[src/rtl/dtl_pkg.sv]
// Package: shared types for the dead-time limiter.
// Assumes: nothing beyond the standard language.
package dtl_pkg;
    typedef enum logic [1:0] {
        ST_IDLE   = 2'd0,
        ST_ACCESS = 2'd1,
        ST_GAP    = 2'd2
    } dtl_state_e;
endpackage

[src/rtl/dtl_gap_counter.sv]
// Module: loadable down-counter that measures the idle gap.
// Assumes: load and dec are never asserted together. The count is held
// when neither one is asserted.
module dtl_gap_counter #(
    parameter int CNT_W = 8
) (
    input  logic             clk,
    input  logic             rst_n,
    input  logic             load,
    input  logic [CNT_W-1:0] load_val,
    input  logic             dec,
    output logic [CNT_W-1:0] cnt,
    output logic             last
);
    localparam logic [CNT_W-1:0] ONE = CNT_W'(1);

    // Count register: reload, decrement or hold.
    always_ff @(posedge clk) begin
        if (!rst_n)
            cnt <= '0;
        else if (load)
            cnt <= load_val;
        else if (dec && cnt != '0)
            cnt <= cnt - ONE;
    end

    // Final gap cycle flag.
    always_comb last = (cnt == ONE);
endmodule

[src/rtl/dtl_issue_fsm.sv]
// Module: control of access issue, access tracking and gap state.
// Assumes: bus_done arrives at the earliest one cycle after the issue,
// and bus_done outside an outstanding access is meaningless.
module dtl_issue_fsm
    import dtl_pkg::*;
(
    input  logic clk,
    input  logic rst_n,
    input  logic req_valid,
    input  logic bus_done,
    input  logic enable,
    input  logic gap_nonzero,
    input  logic gap_last,
    output logic ready,
    output logic in_access,
    output logic in_gap,
    output logic cnt_load,
    output logic cnt_dec
);
    dtl_state_e st, st_nxt;

    // State register.
    always_ff @(posedge clk) begin
        if (!rst_n) st <= ST_IDLE;
        else        st <= st_nxt;
    end

    // Next-state and counter control.
    always_comb begin
        st_nxt   = st;
        cnt_load = 1'b0;
        cnt_dec  = 1'b0;
        unique case (st)
            ST_IDLE: begin
                if (req_valid) st_nxt = ST_ACCESS;
            end
            ST_ACCESS: begin
                if (bus_done) begin
                    if (enable && gap_nonzero) begin
                        st_nxt   = ST_GAP;
                        cnt_load = 1'b1;
                    end else begin
                        st_nxt = ST_IDLE;
                    end
                end
            end
            ST_GAP: begin
                cnt_dec = 1'b1;
                if (!enable || gap_last) st_nxt = ST_IDLE;
            end
            default: st_nxt = ST_IDLE;
        endcase
    end

    // State decode to outputs.
    always_comb begin
        ready     = (st == ST_IDLE);
        in_access = (st == ST_ACCESS);
        in_gap    = (st == ST_GAP);
    end
endmodule

[src/rtl/dtl_limiter.sv]
// Module: top of the bus access dead-time limiter. Stalls the engine's
// request for cfg_gap idle cycles after each completed access.
// Assumes: a single outstanding access at a time, and the same clock for
// the engine and the bus port.
module dtl_limiter #(
    parameter int GAP_W = 8
) (
    input  logic             clk,
    input  logic             rst_n,
    input  logic             req_valid,
    output logic             req_ready,
    output logic             bus_issue,
    input  logic             bus_done,
    input  logic             cfg_enable,
    input  logic [GAP_W-1:0] cfg_gap,
    output logic             busy
);
    logic             in_access;
    logic             in_gap;
    logic             cnt_load;
    logic             cnt_dec;
    logic             gap_last;
    logic [GAP_W-1:0] gap_cnt;
    logic             gap_nonzero;

    // Zero gap detect.
    always_comb gap_nonzero = (cfg_gap != '0);

    dtl_issue_fsm u_fsm (
        .clk        (clk),
        .rst_n      (rst_n),
        .req_valid  (req_valid),
        .bus_done   (bus_done),
        .enable     (cfg_enable),
        .gap_nonzero(gap_nonzero),
        .gap_last   (gap_last),
        .ready      (req_ready),
        .in_access  (in_access),
        .in_gap     (in_gap),
        .cnt_load   (cnt_load),
        .cnt_dec    (cnt_dec)
    );

    dtl_gap_counter #(.CNT_W(GAP_W)) u_cnt (
        .clk     (clk),
        .rst_n   (rst_n),
        .load    (cnt_load),
        .load_val(cfg_gap),
        .dec     (cnt_dec),
        .cnt     (gap_cnt),
        .last    (gap_last)
    );

    // Handshake and status outputs.
    always_comb begin
        bus_issue = req_valid && req_ready;
        busy      = in_access || in_gap;
    end
endmodule

[config.mk]
export PLATFORM = sky130hd
export DESIGN_NAME = dtl_limiter
export DESIGN_NICKNAME = d
export VERILOG_FILES = /design/src/rtl/dtl_pkg.sv /design/src/rtl/dtl_gap_counter.sv /design/src/rtl/dtl_issue_fsm.sv /design/src/rtl/dtl_limiter.sv
export SDC_FILE = /design/constraint.sdc
export NUM_CORES = 1
export LEC_CHECK = 0
export ABC_AREA = 1
export BUFFER_PORTS_ARGS = -buffer_cell sky130_fd_sc_hd__buf_2
export CORE_MARGIN = 2
export CORE_UTILIZATION = 56
export CTS_BUF_LIST = sky130_fd_sc_hd__clkbuf_8
export DETAILED_ROUTE_END_ITERATION = 6
export HOLD_SLACK_MARGIN = 0.12
export MAX_ROUTING_LAYER = met4
export PLACE_DENSITY = 0.8
export SKIP_CTS_REPAIR_TIMING = 1
export SLEW_MARGIN = 25
export SYNTH_ARGS = -nofsm -noshare
export SYNTH_HDL_FRONTEND = slang
export SYNTH_SLANG_ARGS = --single-unit
[constraint.sdc]
create_clock -name clk -period 1.8 [get_ports clk]
set_clock_uncertainty 0.2 [all_clocks]
set_input_delay 0.27 -clock clk [delete_from_list [all_inputs] [get_ports clk]]
set_output_delay 0.27 -clock clk [all_outputs]
set_load 0.005 [all_outputs]
==> flow_metrics.tcl <==
set metrics [dict create \
    grt_max_degree 17 \
    cp-end-kind "register" \
    coreArea_um2 1489 \
    grtUsageTotal_pct 25.53 \
    rsz0062_at_grt "no" \
    clk_latency_ns 0.24 \
    r2r_slack_ns 0.13 \
    setup_violations 0 \
    min_to "u_cnt.cnt[2]" \
    grt_pass1_wl_mm 3.484 \
    synth_common_cells "nand2_1, inv_1, nand3_1" \
    reg2reg_to "u_cnt.cnt[7]" \
    final_layout_size_suffix_gt1_share_pct 19.11 \
    hp-start "cfg_gap[2]" \
    diodes 0 \
    cp_data_arrival_time_ns 1.65 \
    setup-tns-final_ns 0 \
    grt_pass1_vias 854 \
    drc 0 \
    clockBufferDepth 2 \
    antenna_found_initial 0 \
    dieHeight_um 43.41 \
    grtUsageMet3_pct 3.750 \
    synth_nets 160 \
    slew_viol_final 0 \
    p_per_area_nw_per_um2 1790 \
    syn_to_final_growth_pct 14.53 \
    netlist_instances 141 \
    path_clk_slew_ns 0.05 \
    finalHoldViolCount 0 \
    yosysTopAreaCellShare_pct 23.02 \
    initial_core_util_pct 58.40 \
    fin_crit_sh_pct 92.53 \
    drt_wl_total_mm 1.974 \
    startpoint_type "register" \
    p_leak_nw 0.5700 \
    synth_area_per_cell_um2 6.167 \
    io_buffers 15 \
    hold_depth 5 \
    synth-seq-cells 10 \
    rows 14 \
    holdWs_ns 0.1478 \
    worstPathMaxFanout 8 \
    grtUsageMet1_pct 31.25 \
    detail_route.wl_per_cell_um 11.41 \
    peakVddDrop_mv 0.8316 \
    reg2reg_from "u_cnt.cnt[0]" \
    via_per_inst 5.127 \
    place_area_um2 952.2 \
    synth-edff-count 0 \
    vias 887 \
    cts_tree "done" \
    first_pass_iters 4 \
    overflow 0 \
    tightest_slew_ns 0.3308 \
    crit_required_ns 1.78 \
    syn-cell-area_um2 869.6 \
    globalplace.congestion 0.8459 \
    dp_hpwl_mm 1.496 \
    hp-class "input pin to register" \
    r2r_cells 8 \
    cts_root_buf "clkbuf_8" \
    status "finished clean" \
    cts-buffers-inserted 3 \
    slew_headroom_pct 77.92 \
    synth_top_cell_by_area "dfxtp_1" \
    synth_area_leaders "dfxtp_1, nand3_1, nand2_1, inv_1, ha_1" \
    htreeDepth 1 \
    die_x_um 43.41 \
    postRouteAntennaNets 0 \
    synth_ff_type "dfxtp_1" \
    timing.fmax_mhz 600.4 \
    drtIter0Drc 18 \
    design.die.area_um2 1884 \
    grt_most_used_layer "met2" \
    drv_cap 0 \
    synth_most_common_cell "nand2_1" \
    nNetsFinal 178 \
    ys_warn_count 0 \
    yosysSeqAreaShare_pct 23.02 \
    fin_area_um2 996.0 \
    cts_num_sinks 10 \
    ios 16 \
    async_flop_share_pct 0 \
    synth_cell_type_count 19 \
    finalWorstPathRequiredPeriod_ns 1.666 \
    path_class "register to register" \
    use_met2_pct 40.90 \
]
[sequential cells by signal, indices dropped and copies added, names as in the netlist]
signal / cells
u_cnt.cnt: 8
u_fsm.st: 2
[cell type report]
type,instances,area (µm²)
inverters,30,112.6
flip-flops and latches,10,200.2
multi-input cells,99,546.8
well taps,16,20.02
fillers,142,493.0
clock buffers,3,41.29
repair buffers,15,75.07
[metrics by stage]
stage               setup slack, ns  utilization, %  power, mW  cells
global route                0.03177           66.89      1.982    173
finish                       0.1345           66.89      1.783    173
floorplan                    0.3004               -      1.320    141
CTS                         0.09529           66.72      1.782    173
detailed placement           0.1301           63.95      1.535    170
global placement             0.1682           63.95      1.499    170
[kinds of logic after synthesis]
family | count (synthesis) | synth area share, %
simple gates | 88 | 48.49
buf+inv | 32 | 14.39
flops | 10 | 23.02
fa+ha+maj | 6 | 8.633
xor+xnor | 3 | 3.022
compound gates | 2 | 2.446
[routing by layer]
layer  up-vias  wire (µm)
met1       393        871
met4         0         61
met2        24        971
li1        462          -
met3         8         70
met5         -          0
[power breakdown]
group,switching [mW],internal (mW),leakage [nW]
Clock,0.0881,0.147,0.0216
Sequential,0.0934,0.307,0.0816
Combinational,0.686,0.462,0.467
[worst max path at each step]
stage	from	end	slack, ns	depth (start not counted)
2_1_floorplan	u_cnt.cnt[0]	u_cnt.cnt[1]	0.30	9
3_3_place_gp	u_cnt.cnt[0]	u_cnt.cnt[3]	0.17	8
3_5_place_dp	u_cnt.cnt[0]	u_cnt.cnt[3]	0.13	8
4_1_cts	u_cnt.cnt[0]	u_cnt.cnt[7]	0.1	8
5_1_grt	u_cnt.cnt[0]	u_cnt.cnt[0]	0.03	8
6_report	u_cnt.cnt[0]	u_cnt.cnt[7]	0.13	8
[critical path, cell delays in order, from the launching register on]
cell and delay, ns:
dfxtp_1 0.32, inv_1 0.15, ha_2 0.28, nand2_4 0.09, o21ai_4 0.27, nand3_1 0.11, nand3_1 0.09, nand2_1 0.05
inv_1 0.05
[cell usage in the layout, fill, tap and decap left out]
cell,Yosys,final
nor2_2,3,3
xnor2_1,2,2
nand3_1,28,28
ha_2,0,1
nand3_4,1,1
nand2_2,2,2
o21ai_0,1,1
nand2_1,37,37
inv_1,29,29
nor2_1,11,11
nor2_4,2,2
ha_1,6,5
nand2_4,1,1
inv_2,1,1
clkbuf_8,0,3
buf_2,1,15
dfxtp_1,10,10
xor2_1,1,1
o21ai_4,1,1
nand4_1,3,3
(Power assumes the default switching activity.)
